$ cat config.mk
export PLATFORM = sky130hd
export DESIGN_NAME = adc_seq_ctrl
export DESIGN_NICKNAME = d
export VERILOG_FILES = /design/src/rtl/adc_seq_pkg.sv /design/src/rtl/adc_seq_tbl.sv /design/src/rtl/adc_seq_timer.sv /design/src/rtl/adc_seq_trig.sv /design/src/rtl/adc_seq_ctrl.sv
export SDC_FILE = /design/constraint.sdc
export NUM_CORES = 1
export LEC_CHECK = 0
export BUFFER_PORTS_ARGS = -buffer_cell sky130_fd_sc_hd__buf_2
export CAP_MARGIN = 20
export CORE_MARGIN = 1.5
export CORE_UTILIZATION = 51
export CTS_CLUSTER_DIAMETER = 150
export CTS_CLUSTER_SIZE = 16
export DETAILED_ROUTE_END_ITERATION = 16
export PLACE_DENSITY = 0.81
export RECOVER_POWER = 50
export SYNTH_ARGS = -nofsm -noshare
export SYNTH_HDL_FRONTEND = slang
export SYNTH_HIERARCHICAL = 1
export SYNTH_SLANG_ARGS = --single-unit
$ cat constraint.sdc
create_clock -name clk -period 2.4 [get_ports clk]
set_input_delay 0.24 -clock clk [delete_from_list [all_inputs] [get_ports clk]]
set_output_delay 0.24 -clock clk [all_outputs]
set_load 0.02 [all_outputs]
$ cat src/rtl/adc_seq_pkg.sv
package adc_seq_pkg;

  typedef enum logic [2:0] {
    MODE_SINGLE     = 3'd0,
    MODE_RPT_SINGLE = 3'd1,
    MODE_SEQ        = 3'd2,
    MODE_RPT_SEQ    = 3'd3,
    MODE_ADHOC      = 3'd4
  } conv_mode_e;

  typedef enum logic [1:0] {
    ST_IDLE   = 2'd0,
    ST_SAMPLE = 2'd1,
    ST_CONV   = 2'd2,
    ST_HALT   = 2'd3
  } seq_state_e;

  // modes that return to waiting for a request after the run
  function automatic logic mode_repeats(input logic [2:0] m);
    return (m == MODE_RPT_SINGLE) || (m == MODE_RPT_SEQ) || (m == MODE_ADHOC);
  endfunction

  // modes that walk a range of descriptors
  function automatic logic mode_walks(input logic [2:0] m);
    return (m == MODE_SEQ) || (m == MODE_RPT_SEQ);
  endfunction

endpackage

$ cat src/rtl/adc_seq_tbl.sv
module adc_seq_tbl #(
  parameter int N_ENT = 16,
  parameter int CH_W  = 4,
  parameter int IDX_W = $clog2(N_ENT)
) (
  input  logic             clk,
  input  logic             we,
  input  logic [IDX_W-1:0] waddr,
  input  logic [CH_W-1:0]  wchan,
  input  logic             wtsel,
  input  logic [IDX_W-1:0] raddr,
  output logic [CH_W-1:0]  rchan,
  output logic             rtsel
);
  localparam int ENT_W = CH_W + 1;

  logic [ENT_W-1:0] mem [N_ENT];
  logic [ENT_W-1:0] rd_q;

  always_ff @(posedge clk) begin
    if (we) mem[waddr] <= {wtsel, wchan};
    rd_q <= mem[raddr];
  end

  assign rchan = rd_q[CH_W-1:0];
  assign rtsel = rd_q[CH_W];
endmodule

$ cat src/rtl/adc_seq_timer.sv
module adc_seq_timer #(
  parameter int CNT_W = 10
) (
  input  logic             clk,
  input  logic             rst,
  input  logic             run,
  input  logic             sel,
  input  logic [CNT_W-1:0] cmp0,
  input  logic [CNT_W-1:0] cmp1,
  output logic             hit
);
  logic [CNT_W-1:0] cnt;
  logic [CNT_W-1:0] limit;

  assign limit = sel ? cmp1 : cmp0;
  assign hit   = run && (cnt == limit);

  always_ff @(posedge clk) begin
    if (rst || !run || hit) cnt <= '0;
    else                    cnt <= cnt + 1'b1;
  end
endmodule

$ cat src/rtl/adc_seq_trig.sv
module adc_seq_trig (
  input  logic clk,
  input  logic rst,
  input  logic en,
  input  logic sw,
  input  logic evt,
  input  logic adhoc,
  input  logic armed,
  input  logic busy,
  output logic go,
  output logic ovf
);
  logic req;

  assign req = sw || (evt && !adhoc);
  assign go  = en && armed && req;

  always_ff @(posedge clk) begin
    if (rst)                    ovf <= 1'b0;
    else if (en && busy && req) ovf <= 1'b1;
  end
endmodule

$ cat src/rtl/adc_seq_ctrl.sv
module adc_seq_ctrl
  import adc_seq_pkg::*;
#(
  parameter int N_ENT = 16,
  parameter int CH_W  = 4,
  parameter int RES_W = 12,
  parameter int CNT_W = 10,
  localparam int IDX_W = $clog2(N_ENT)
) (
  input  logic             clk,
  input  logic             rst,
  input  logic             en_i,
  input  logic [2:0]       mode_i,
  input  logic [IDX_W-1:0] start_idx_i,
  input  logic [IDX_W-1:0] end_idx_i,
  input  logic             sw_trig_i,
  input  logic             evt_trig_i,
  input  logic [CNT_W-1:0] samp_cmp0_i,
  input  logic [CNT_W-1:0] samp_cmp1_i,
  input  logic             tbl_we_i,
  input  logic [IDX_W-1:0] tbl_addr_i,
  input  logic [CH_W-1:0]  tbl_chan_i,
  input  logic             tbl_tsel_i,
  output logic             sample_o,
  output logic             adc_start_o,
  output logic [CH_W-1:0]  adc_chan_o,
  input  logic             adc_done_i,
  input  logic [RES_W-1:0] adc_data_i,
  output logic             res_we_o,
  output logic [IDX_W-1:0] res_idx_o,
  output logic [RES_W-1:0] res_data_o,
  output logic             busy_o,
  output logic             ovf_o
);
  localparam logic [IDX_W-1:0] LAST_SLOT = IDX_W'(N_ENT - 1);

  seq_state_e       st;
  logic [IDX_W-1:0] idx, idx_nxt, idx_inc;
  logic             go, hit, last, ent_tsel;
  logic [CH_W-1:0]  ent_chan;

  assign busy_o   = (st == ST_SAMPLE) || (st == ST_CONV);
  assign sample_o = (st == ST_SAMPLE);
  assign idx_inc  = (idx == LAST_SLOT) ? '0 : idx + 1'b1;
  assign last     = !mode_walks(mode_i) || (idx == end_idx_i);

  adc_seq_trig u_trig (
    .clk   (clk),
    .rst   (rst),
    .en    (en_i),
    .sw    (sw_trig_i),
    .evt   (evt_trig_i),
    .adhoc (mode_i == MODE_ADHOC),
    .armed (st == ST_IDLE),
    .busy  (busy_o),
    .go    (go),
    .ovf   (ovf_o)
  );

  adc_seq_tbl #(.N_ENT(N_ENT), .CH_W(CH_W), .IDX_W(IDX_W)) u_tbl (
    .clk   (clk),
    .we    (tbl_we_i),
    .waddr (tbl_addr_i),
    .wchan (tbl_chan_i),
    .wtsel (tbl_tsel_i),
    .raddr (idx_nxt),
    .rchan (ent_chan),
    .rtsel (ent_tsel)
  );

  adc_seq_timer #(.CNT_W(CNT_W)) u_timer (
    .clk  (clk),
    .rst  (rst),
    .run  (st == ST_SAMPLE),
    .sel  (ent_tsel),
    .cmp0 (samp_cmp0_i),
    .cmp1 (samp_cmp1_i),
    .hit  (hit)
  );

  assign adc_chan_o = ent_chan;

  // next descriptor index; also the table read address, so the entry
  // is ready in the same cycle the index register takes this value
  always_comb begin
    idx_nxt = idx;
    if (en_i) begin
      unique case (st)
        ST_IDLE: if (go) idx_nxt = start_idx_i;
        ST_CONV: if (adc_done_i && !last) idx_nxt = idx_inc;
        default: ;
      endcase
    end
  end

  always_ff @(posedge clk) begin
    if (rst) begin
      st          <= ST_IDLE;
      idx         <= '0;
      adc_start_o <= 1'b0;
      res_we_o    <= 1'b0;
      res_idx_o   <= '0;
      res_data_o  <= '0;
    end else begin
      idx         <= idx_nxt;
      adc_start_o <= 1'b0;
      res_we_o    <= 1'b0;
      if (!en_i) begin
        st <= ST_IDLE;
      end else begin
        unique case (st)
          ST_IDLE: if (go) st <= ST_SAMPLE;
          ST_SAMPLE: begin
            if (hit) begin
              st          <= ST_CONV;
              adc_start_o <= 1'b1;
            end
          end
          ST_CONV: begin
            if (adc_done_i) begin
              res_we_o   <= 1'b1;
              res_idx_o  <= idx;
              res_data_o <= adc_data_i;
              if (!last)                   st <= ST_SAMPLE;
              else if (mode_repeats(mode_i)) st <= ST_IDLE;
              else                         st <= ST_HALT;
            end
          end
          default: ;
        endcase
      end
    end
  end
endmodule

==> results.toml, run 1 <==
[status]
run_status = "complete, but fails checks"
violations = "negative setup slack"

[power]
power_leakage_uw = 0.00259
clock_power_share_pct = 46.3
power_frac_comb_pct = 11.5
power.internal_uw = 3990
powerDensity_nw_per_um2 = 779
power_uw = 5420
swShare_pct = 26.4
p_switching_uw = 1430
ir_worst_vdd_v = 0.000656
seq_power_share_pct = 42.1

[timing]
rsz0062_at_grt = "true"
slew_headroom_pct = 46.3
slew_violations = 0
fin_ws_ns = -0.166
skew_ns = 0.00719
hold_viol = 0
fin_crit_sh_pct = 107
clock.fmax_ghz = 0.390
finalCriticalPeriod_ns = 2.57
worst_pin_slew_ns = 0.799
setup_viol = 5

[floorplanning]
initial_core_util_pct = 53.1
die_area_um2 = 10900
die_y_um = 104
row_count = 36
core_area_um2 = 9860
die_w_um = 104
io_pins = 84

[placed_design]
place.gp.congestion = 0.897
dp.cells = 622
dp_hpwl_um = 7950
port_buffers = 83
pre_cts_slack_ns = -0.272

[logic_synthesis]
synth_edf_count = 80
ys_top_cells_by_count = "80 x edfxtp_1, 44 x nand2_1, 40 x dfxtp_1"
synth_nets = 456
async_flop_share_pct = 0
ys_types = 53
synth_top_area_share_pct = 45.8
ys.flop_type = "edfxtp_1"
synth_area_leader_cell = "edfxtp_1"
synth_seq_cells = 120
ys_warn_count = 6
syn_area_um2 = 5240
yosysMostFrequentCell = "edfxtp_1"
ys_top_cells_by_area = "edfxtp_1 46%, dfxtp_1 15%, mux4_2 8.6%"
yosysSeqAreaShare_pct = 61.1
syn_inst = 391
avgSynthCellArea_um2 = 13.4

[worst_setup_path]
worstSetupPathType = "reg2reg"
crit_arrival_ns = 2.97
required_ns = 2.80
start_kind = "flop"
crit_path_end_kind = "flop"
critPathMaxFanout = 5

[global_route]
grt_pass1_wl_um = 20200
grt_busiest_layer = "met2"
use_met2_pct = 42.6
use_met3_pct = 7.33
overflow = 0
antenna_found_initial = 0
grt_max_degree = 26
globalRouteTotalUtil_pct = 25.0
grt_pass1_vias = 3900
grt_use_met1_pct = 29.7

[cells_and_area]
drive_gt1_share_pct = 38.1
n_antenna_cell = 0
seq_area_um2 = 3210
nFillCells = 607
utilization_pct = 70.5
final_cells = 671
nNetsFinal = 590
syn2layout_area_growth_pct = 32.7
multi_input_area_um2 = 2080

[drt]
drc_errors = 0
drt_wl_total_um = 13300
via_per_inst = 5.76
wire_per_inst_um = 19.9
vias = 3867
postRouteAntennaNets = 0
drt-pass1-iter-count = 5
dr.first_iter.drc_count = 402

[clocking]
htreeDepth = 4
cts_root_buf = "clkbuf_8"
clock_latency_ns = 0.53
path_clk_slew_ns = 0.07
cts_buffer_depth = 2
numCtsBuffers = 17
clock_sinks = 120
cts_tree = "done"

[job]
maxCapViolCount = 0

[worst_hold_path]
hold_class = "in2reg"
-- cells by family after synthesis --
logic type	synth area share [%]
compound gates	6.28
simple gates	13.3
fa+ha+maj	1.43
xor+xnor	3.82
buf+inv	2.96
mux	11.1
flops	61.1
-- critical path: stages, from the launching register on --
cell and delay [ns]:
dfxtp_2 0.33, inv_2 0.08, ha_4 0.16, nand2_4 0.05
nor2_4 0.11, nor2b_4 0.16, nor2b_2 0.06, o311ai_4 0.37
nand3_4 0.20, buf_12 0.20, mux4_2 0.45, a22oi_2 0.19
nand3_1 0.10
-- metal layers --
layer	wire (um)	vias up
li1	-	1736
met1	5060	1897
met2	6940	201
met3	974	33
met4	347	0
met5	0	-
-- state kept, by name, indices dropped and copies added (netlist names) --
signal,cells
u_tbl/mem,80
res_data_o,12
u_timer/cnt,10
u_tbl/rd_q,5
idx,4
res_idx_o,4
st,2
adc_start_o,1
res_we_o,1
u_trig/ovf,1
-- metrics by stage --
step	hold WS, ns	TNS [ns]	cell area (um^2)
after floorplan	0.339	0	5270
after global placement	0.440	-0.685	6000
after detailed placement	0.445	-1.18	6000
after CTS	0.0866	-0.204	6890
after global routing	0.146	-0.985	6950
final	0.152	-0.770	6950
-- cell type report --
class	count	share of cell area (%)
flip-flops and latches	120	46.1
multi-input cells	245	30.0
repair buffers	134	12.7
clock buffers	17	5.96
clock inverters	15	2.54
well taps	133	2.39
inverters	7	0.378
-- timing repair --
action	in CTS	in global routing
gates resized for setup	25	16
hold endpoints to repair	13	0
hold buffers	14	0
pin swaps	9	11
setup endpoints to repair	5	5
setup buffers	2	0
gates cloned	1	1
-- power by group through the flow --
stage	Combinational, uW	Clock, uW	Sequential, uW
after detailed placement	527	0	2320
after global placement	505	0	2320
final	625	2510	2280
after floorplan	305	0	2340
after CTS	595	2520	2280
after global routing	662	2640	2280
-- layout by cell type, fill, tap and decap left out, types with 6 or more instances in the layout --
master	synthesis	final
nor2_1	20	17
nand2_1	44	40
nand2b_1	9	8
buf_2	3	76
dfxtp_1	40	38
a31oi_1	6	6
nor3_1	14	14
buf_4	2	29
inv_8	0	7
mux2i_1	12	12
nand3_1	22	17
mux4_2	20	20
dlygate4sd3_1	0	14
a21oi_1	17	17
clkbuf_1	7	9
xor2_1	15	13
edfxtp_1	80	80
clkbuf_16	0	17
xnor2_1	6	6
-- path summary, 6_finish.rpt --
kind	to	startpoint	slack, ns	depth (start not counted)
worst min-delay path	res_we_o$_SDFF_PP0_	rst	0.15	2
worst max-delay path	u_tbl/rd_q[1]$_DFF_P_	st[1]$_SDFFE_PP0P_	-0.17	12
worst min register to register	res_data_o[8]$_SDFFE_PP0P_	res_data_o[8]$_SDFFE_PP0P_	0.45	2
worst max register to register	u_tbl/rd_q[1]$_DFF_P_	st[1]$_SDFFE_PP0P_	-0.17	12
No activity file was read; power rests on OpenSTA's default activity.
==> inputs of run 2 (changes only) <==
--- a/config.mk
+++ b/config.mk
@@ -5,10 +5,11 @@
 export SDC_FILE = /design/constraint.sdc
 export NUM_CORES = 1
 export LEC_CHECK = 0
+export ABC_AREA = 1
 export BUFFER_PORTS_ARGS = -buffer_cell sky130_fd_sc_hd__buf_2
 export CAP_MARGIN = 20
 export CORE_MARGIN = 1.5
-export CORE_UTILIZATION = 51
+export CORE_UTILIZATION = 52
 export CTS_CLUSTER_DIAMETER = 150
 export CTS_CLUSTER_SIZE = 16
 export DETAILED_ROUTE_END_ITERATION = 16
==> run 2 against run 1 <==
- the flow now finishes without violations
- count of clock-buffer cells in the layout rose by 5
- power rose by 4.8%
- first-iteration DRC count rose by 1.0%
- maximum frequency rose by 17%
- final cell count rose by 39%
- non-clock buffer count fell by 41
- flip-flop and latch count did not move
- critical path depth rose by 2
- via count rose by 23%
- die area rose by 9.7%
- wire length fell by 1.6%
- critical path type unchanged
==> results.toml, run 2 <==
[logic_synthesis]
synth_area_leader_cell = "edfxtp_1"
synth_edf_count = 80
ys_top_cells_by_count = "180 x nand2_1, 100 x inv_1, 83 x nand3_1"
yosysSeqAreaShare_pct = 54.5
ys_types = 32
syn_inst = 693
synth_nets = 758
yosysMostFrequentCell = "nand2_1"
synth_top_area_share_pct = 40.9
syn_area_um2 = 5880
ys.flop_type = "edfxtp_1"
async_flop_share_pct = 0
synth_seq_cells = 120
ys_warn_count = 6
ys_top_cells_by_area = "edfxtp_1 41%, dfxtp_1 14%, nand2_1 11%"
avgSynthCellArea_um2 = 8.48

[clocking]
path_clk_slew_ns = 0.05
cts_root_buf = "clkbuf_16"
cts_setup_buffers = 0
cts_buffer_depth = 2
cts_tree = "done"
clock_sinks = 120
numCtsBuffers = 17
htreeDepth = 4
clock_latency_ns = 0.42
cts_resized = 0
hold_buffers = 0

[worst_setup_path]
crit_path_cell_trace = "inv_1 > ha_1 > and3_2 > inv_1 > nand2_1 > o211ai_1 > nand2_1 > nand2_1 > nand2_1 > buf_4 > nand3_1 > nand3_1 > nand3_1 > nand2_1"
start_kind = "flop"
required_ns = 2.71
worst_path_dominant_cell_family = "simple AND/OR/NAND/NOR gates"
critPathMaxFanout = 15
cpMaxStageDelayCell = "dfxtp_2"
cpMostUsedCell = "nand2_1"
crit_path_end_kind = "flop"
worstSetupPathType = "reg2reg"
cp_num_buf_inv = 3
max_stage_delay_ns = 0.35
crit_arrival_ns = 2.51

[placed_design]
dp_hpwl_um = 8940
place.gp.congestion = 0.862
pre_cts_slack_ns = 0.106
dp.cells = 901
port_buffers = 83
dpl_cell_area_um2 = 6350

[timing]
fin_ws_ns = 0.202
slew_headroom_pct = 38.8
fin_crit_sh_pct = 91.6
finalCriticalPeriod_ns = 2.20
skew_ns = 0.00706
worst_pin_slew_ns = 0.917
slew_violations = 0
rsz0062_at_grt = "false"
hold_viol = 0
setup_viol = 0
fin_setup_tns_ns = 0
clock.fmax_ghz = 0.455

[cells_and_area]
largest_register = "u_tbl/mem"
final_cell_mix = "178 x nand2_1, 100 x inv_1, 83 x nand3_1"
utilization_pct = 63.8
nFillCells = 915
largest_reg_flops = 80
drive_gt1_share_pct = 23.9
final_cells = 934
design_area_um2 = 6980
mostFrequentLayoutCell = "nand2_1"
n_antenna_cell = 0
nNetsFinal = 846
syn2layout_area_growth_pct = 18.7
top_regs = "u_tbl/mem: 80 flops, res_data_o: 12 flops, u_timer/cnt: 10 flops"

[drt]
wire_per_inst_um = 14.0
dr.first_iter.drc_count = 406
postRouteAntennaNets = 0
via_per_inst = 5.10
drt_wl_total_um = 13100
vias = 4764
drt-pass1-iter-count = 5
drc_errors = 0

[power]
ir_worst_vdd_v = 0.000578
seq_power_share_pct = 41.3
power.internal_uw = 4170
p_switching_uw = 1500
power_frac_comb_pct = 16.1
powerDensity_nw_per_um2 = 814
swShare_pct = 26.5
power_leakage_uw = 0.00315
clock_power_share_pct = 42.6

[global_route]
grt_pass1_wl_um = 20400
grt_pass1_vias = 4418
overflow = 0
globalRouteTotalUtil_pct = 22.9
grt_max_degree = 41
antenna_found_initial = 0

[status]
run_status = "finished, final reports clean"

[floorplanning]
core_area_um2 = 10900
die_y_um = 109
initial_core_util_pct = 53.7
die_area_um2 = 11900
io_pins = 84
row_count = 38
die_w_um = 109

[job]
maxCapViolCount = 0

[worst_hold_path]
hold_class = "in2reg"
run 2: cell count changes in the layout (fill, tap and decap cells not counted), sizes merged, moves of 12 or more:
cell,change
nand2,+164
inv,+116
nand3,+61
buf,-24
nor2,+23
o21ai,+23
mux4,-20
nor3,-15
dlygate4sd3,-14
mux2i,-12
run 2: routing by layer:
metal | GRT usage, % | routed length [um] | share of wire [%]
met5 | 0 | 0 | 0
met4 | 8.16 | 142 | 1.1
met3 | 5.69 | 834 | 6.4
met2 | 40.2 | 6570 | 50
met1 | 27.4 | 5560 | 42
run 2: cell families (layout without fill, tap and decap cells):
group / Yosys count / count (layout) / share of synthesized area (%)
AND/OR/NAND/NOR: 343 / 343 / 25.5
buffers and inverters: 157 / 258 / 12.0
flip-flops: 120 / 120 / 54.5
AO/OA/AOI/OAI: 56 / 56 / 5.05
XOR/XNOR: 11 / 11 / 1.64
adder cells (fa/ha/maj): 6 / 6 / 1.28
run 2: path summary, 6_finish.rpt:
| path | from | to | slack (ns) | cells after the start |
|---|---|---|---|---|
| hold / removal | adc_data_i[1] | res_data_o[1]$_SDFFE_PP0P_ | 0.11 | 3 |
| setup reg to reg | st[0]$_SDFFE_PP0P_ | u_tbl/rd_q[4]$_DFF_P_ | 0.20 | 14 |
| setup / recovery | st[0]$_SDFFE_PP0P_ | u_tbl/rd_q[4]$_DFF_P_ | 0.20 | 14 |
| hold reg to reg | res_data_o[3]$_SDFFE_PP0P_ | res_data_o[3]$_SDFFE_PP0P_ | 0.44 | 2 |
run 2: metrics by stage:
step	hold WS (ns)	power, uW
finish	0.107	5680
global route	0.119	5920
floorplan	0.302	3030
CTS	0.0982	5670
detailed placement	0.436	3260
global placement	0.430	3230
run 2: cell type report:
| type | count | area (um^2) | share of cell area (%) |
|---|---|---|---|
| sequential | 120 | 3210 | 46.0 |
| multi-input combinational | 416 | 1980 | 28.4 |
| inverter | 133 | 523 | 7.50 |
| timing repair buffer | 93 | 517 | 7.41 |
| clock buffer | 22 | 464 | 6.65 |
| tap | 140 | 175 | 2.51 |
| clock inverter | 10 | 105 | 1.51 |
run 2: power groups by stage:
stage          clock network [uW]  registers, uW  logic, uW
2_1_floorplan                   0           2400        629
3_3_place_gp                    0           2380        850
3_5_place_dp                    0           2380        876
4_1_cts                      2450           2340        883
5_1_grt                      2550           2350       1020
6_report                     2420           2340        914
run 2: worst reg2reg max path, cell delays in order (launching register included):
cell	delay, ns
dfxtp_2	0.35
inv_1	0.06
ha_1	0.23
and3_2	0.23
inv_1	0.14
nand2_1	0.07
o211ai_1	0.09
nand2_1	0.08
nand2_1	0.08
nand2_1	0.14
buf_4	0.24
nand3_1	0.12
nand3_1	0.10
nand3_1	0.12
nand2_1	0.05
==> inputs of run 3 (changes only) <==
--- a/config.mk
+++ b/config.mk
@@ -8,7 +8,6 @@
 export ABC_AREA = 1
 export BUFFER_PORTS_ARGS = -buffer_cell sky130_fd_sc_hd__buf_2
 export CAP_MARGIN = 20
-export CORE_MARGIN = 1.5
 export CORE_UTILIZATION = 52
 export CTS_CLUSTER_DIAMETER = 150
 export CTS_CLUSTER_SIZE = 16
==> run 3 against run 2 <==
- clock skew down 0.0015 ns
- first-iteration DRC count down 10%
- flip-flop and latch count unchanged
- worst hold slack better by 0.0028 ns
- power down 0.69%
- wire length down 3.1%
- combinational power about the same
- non-clock buffer count up 1
- via count down 0.71%
- worst setup slack worse by 0.070 ns
- clock power down 2%
- highest routed layer unchanged
==> results.toml, run 3 (synthesis results as in run 2) <==
[status]
run_status = "finished, final reports clean"

[worst_hold_path]
hold_class = "in2reg"
min_from = "adc_data_i[10]"

[floorplanning]
row_count = 38
initial_core_util_pct = 53.7
die_w_um = 108
die_area_um2 = 11700
die_y_um = 108
core_area_um2 = 10900
io_pins = 84

[drt]
drt-pass1-iter-count = 5
dr.first_iter.drc_count = 365
via_per_inst = 5.06
drc_errors = 0
drt_wl_total_um = 12700
wire_per_inst_um = 13.6
postRouteAntennaNets = 0
vias = 4730

[clocking]
cts_tree = "done"
clock_sinks = 120
cts_setup_buffers = 0
path_clk_slew_ns = 0.06
cts_root_buf = "clkbuf_16"
cts_buffer_depth = 2
clock_latency_ns = 0.41
htreeDepth = 4
numCtsBuffers = 17

[timing]
fin_setup_tns_ns = 0
setup_viol = 0
hold_viol = 0
clock.fmax_ghz = 0.441
slew_violations = 0
skew_ns = 0.00554
fin_ws_ns = 0.132
slew_headroom_pct = 41.7
finalCriticalPeriod_ns = 2.27
rsz0062_at_grt = "false"
worst_pin_slew_ns = 0.874
timing.hold.ws_ns = 0.110
fin_crit_sh_pct = 94.5

[job]
maxCapViolCount = 0

[cells_and_area]
largest_register = "u_tbl/mem"
utilization_pct = 63.6
largest_reg_flops = 80
drive_gt1_share_pct = 23.1
syn2layout_area_growth_pct = 18.4
n_antenna_cell = 0
final_cell_mix = "179 x nand2_1, 100 x inv_1, 83 x nand3_1"
nNetsFinal = 847
top_regs = "u_tbl/mem: 80 flops, res_data_o: 12 flops, u_timer/cnt: 10 flops"
mostFrequentLayoutCell = "nand2_1"

[global_route]
overflow = 0
grt_pass1_wl_um = 20000
globalRouteTotalUtil_pct = 22.7
antenna_found_initial = 0
grt_max_degree = 41
grt_pass1_vias = 4384

[worst_setup_path]
critPathMaxFanout = 40
required_ns = 2.74
start_kind = "flop"
worstSetupPathType = "reg2reg"
r2r_start = "st[0]$_SDFFE_PP0P_"
crit_arrival_ns = 2.61
crit_path_end_kind = "flop"
startpoint = "st[0]$_SDFFE_PP0P_"

[power]
ir_worst_vdd_v = 0.000465
power_leakage_uw = 0.00313
powerDensity_nw_per_um2 = 810

[placed_design]
port_buffers = 83
dp_hpwl_um = 8890
place.gp.congestion = 0.934
pre_cts_slack_ns = 0.0295
## run 3: cell count changes in the layout (fill, tap and decap cells not counted), sizes merged
cell / change
buf: +1
clkbuf: +1
clkinv: -2
clkinvlp: +2
inv: -1
## run 3: power breakdown
part	internal, uW	switching, uW	total (uW)
Sequential	2290	51.2	2340
Combinational	310	604	914
Clock	1540	840	2380
## run 3: critical path, stage by stage, from the launching register on
cell and delay, ns:
dfxtp_2 0.35, inv_1 0.06, ha_1 0.23, and3_2 0.23, o22ai_2 0.11, inv_1 0.07
nand2_2 0.06, nand2_1 0.04, nand2_1 0.07, nand2_2 0.07, nand2_4 0.10, buf_6 0.15
clkinv_16 0.13, nand2_1 0.09, nand3_1 0.10, nand3_1 0.10, nand3_1 0.11, nand2_1 0.10
## run 3: metrics by stage
| step | cell area [um^2] | instances | total power [uW] |
|---|---|---|---|
| after floorplan | 5880 | 693 | 3030 |
| after global placement | 6360 | 903 | 3240 |
| after detailed placement | 6360 | 903 | 3270 |
| after CTS | 6920 | 935 | 5650 |
| after global routing | 6960 | 935 | 5870 |
| final | 6960 | 935 | 5640 |
## run 3: worst paths after layout
kind,to,slack (ns),depth (start not counted)
hold / removal,res_data_o[10]$_SDFFE_PP0P_,0.11,3
setup / recovery,u_tbl/rd_q[0]$_DFF_P_,0.13,17
setup reg to reg,u_tbl/rd_q[0]$_DFF_P_,0.13,17
hold reg to reg,res_data_o[8]$_SDFFE_PP0P_,0.44,2
## run 3: layer usage
metal,GRT usage (%),up-vias,part of all wire [%]
met2,38.4,180,50
met3,5.49,21,6.2
li1,-,2364,-
met1,27.9,2165,43
met5,0,-,0
met4,8.98,0,1.5
## run 3: cell type report
cell class / instances / area, um^2
Clock inverter: 9 / 101
Inverter: 133 / 531
Sequential cell: 120 / 3210
Fill cell: 922 / 3980
Timing Repair Buffer: 94 / 505
Tap cell: 140 / 175
Multi-Input combinational cell: 416 / 1980
Clock buffer: 23 / 458
## run 3: timing repair
action	in CTS	in global routing
hold buffers	0	0
setup endpoints to repair	0	5
gates resized for setup	0	11
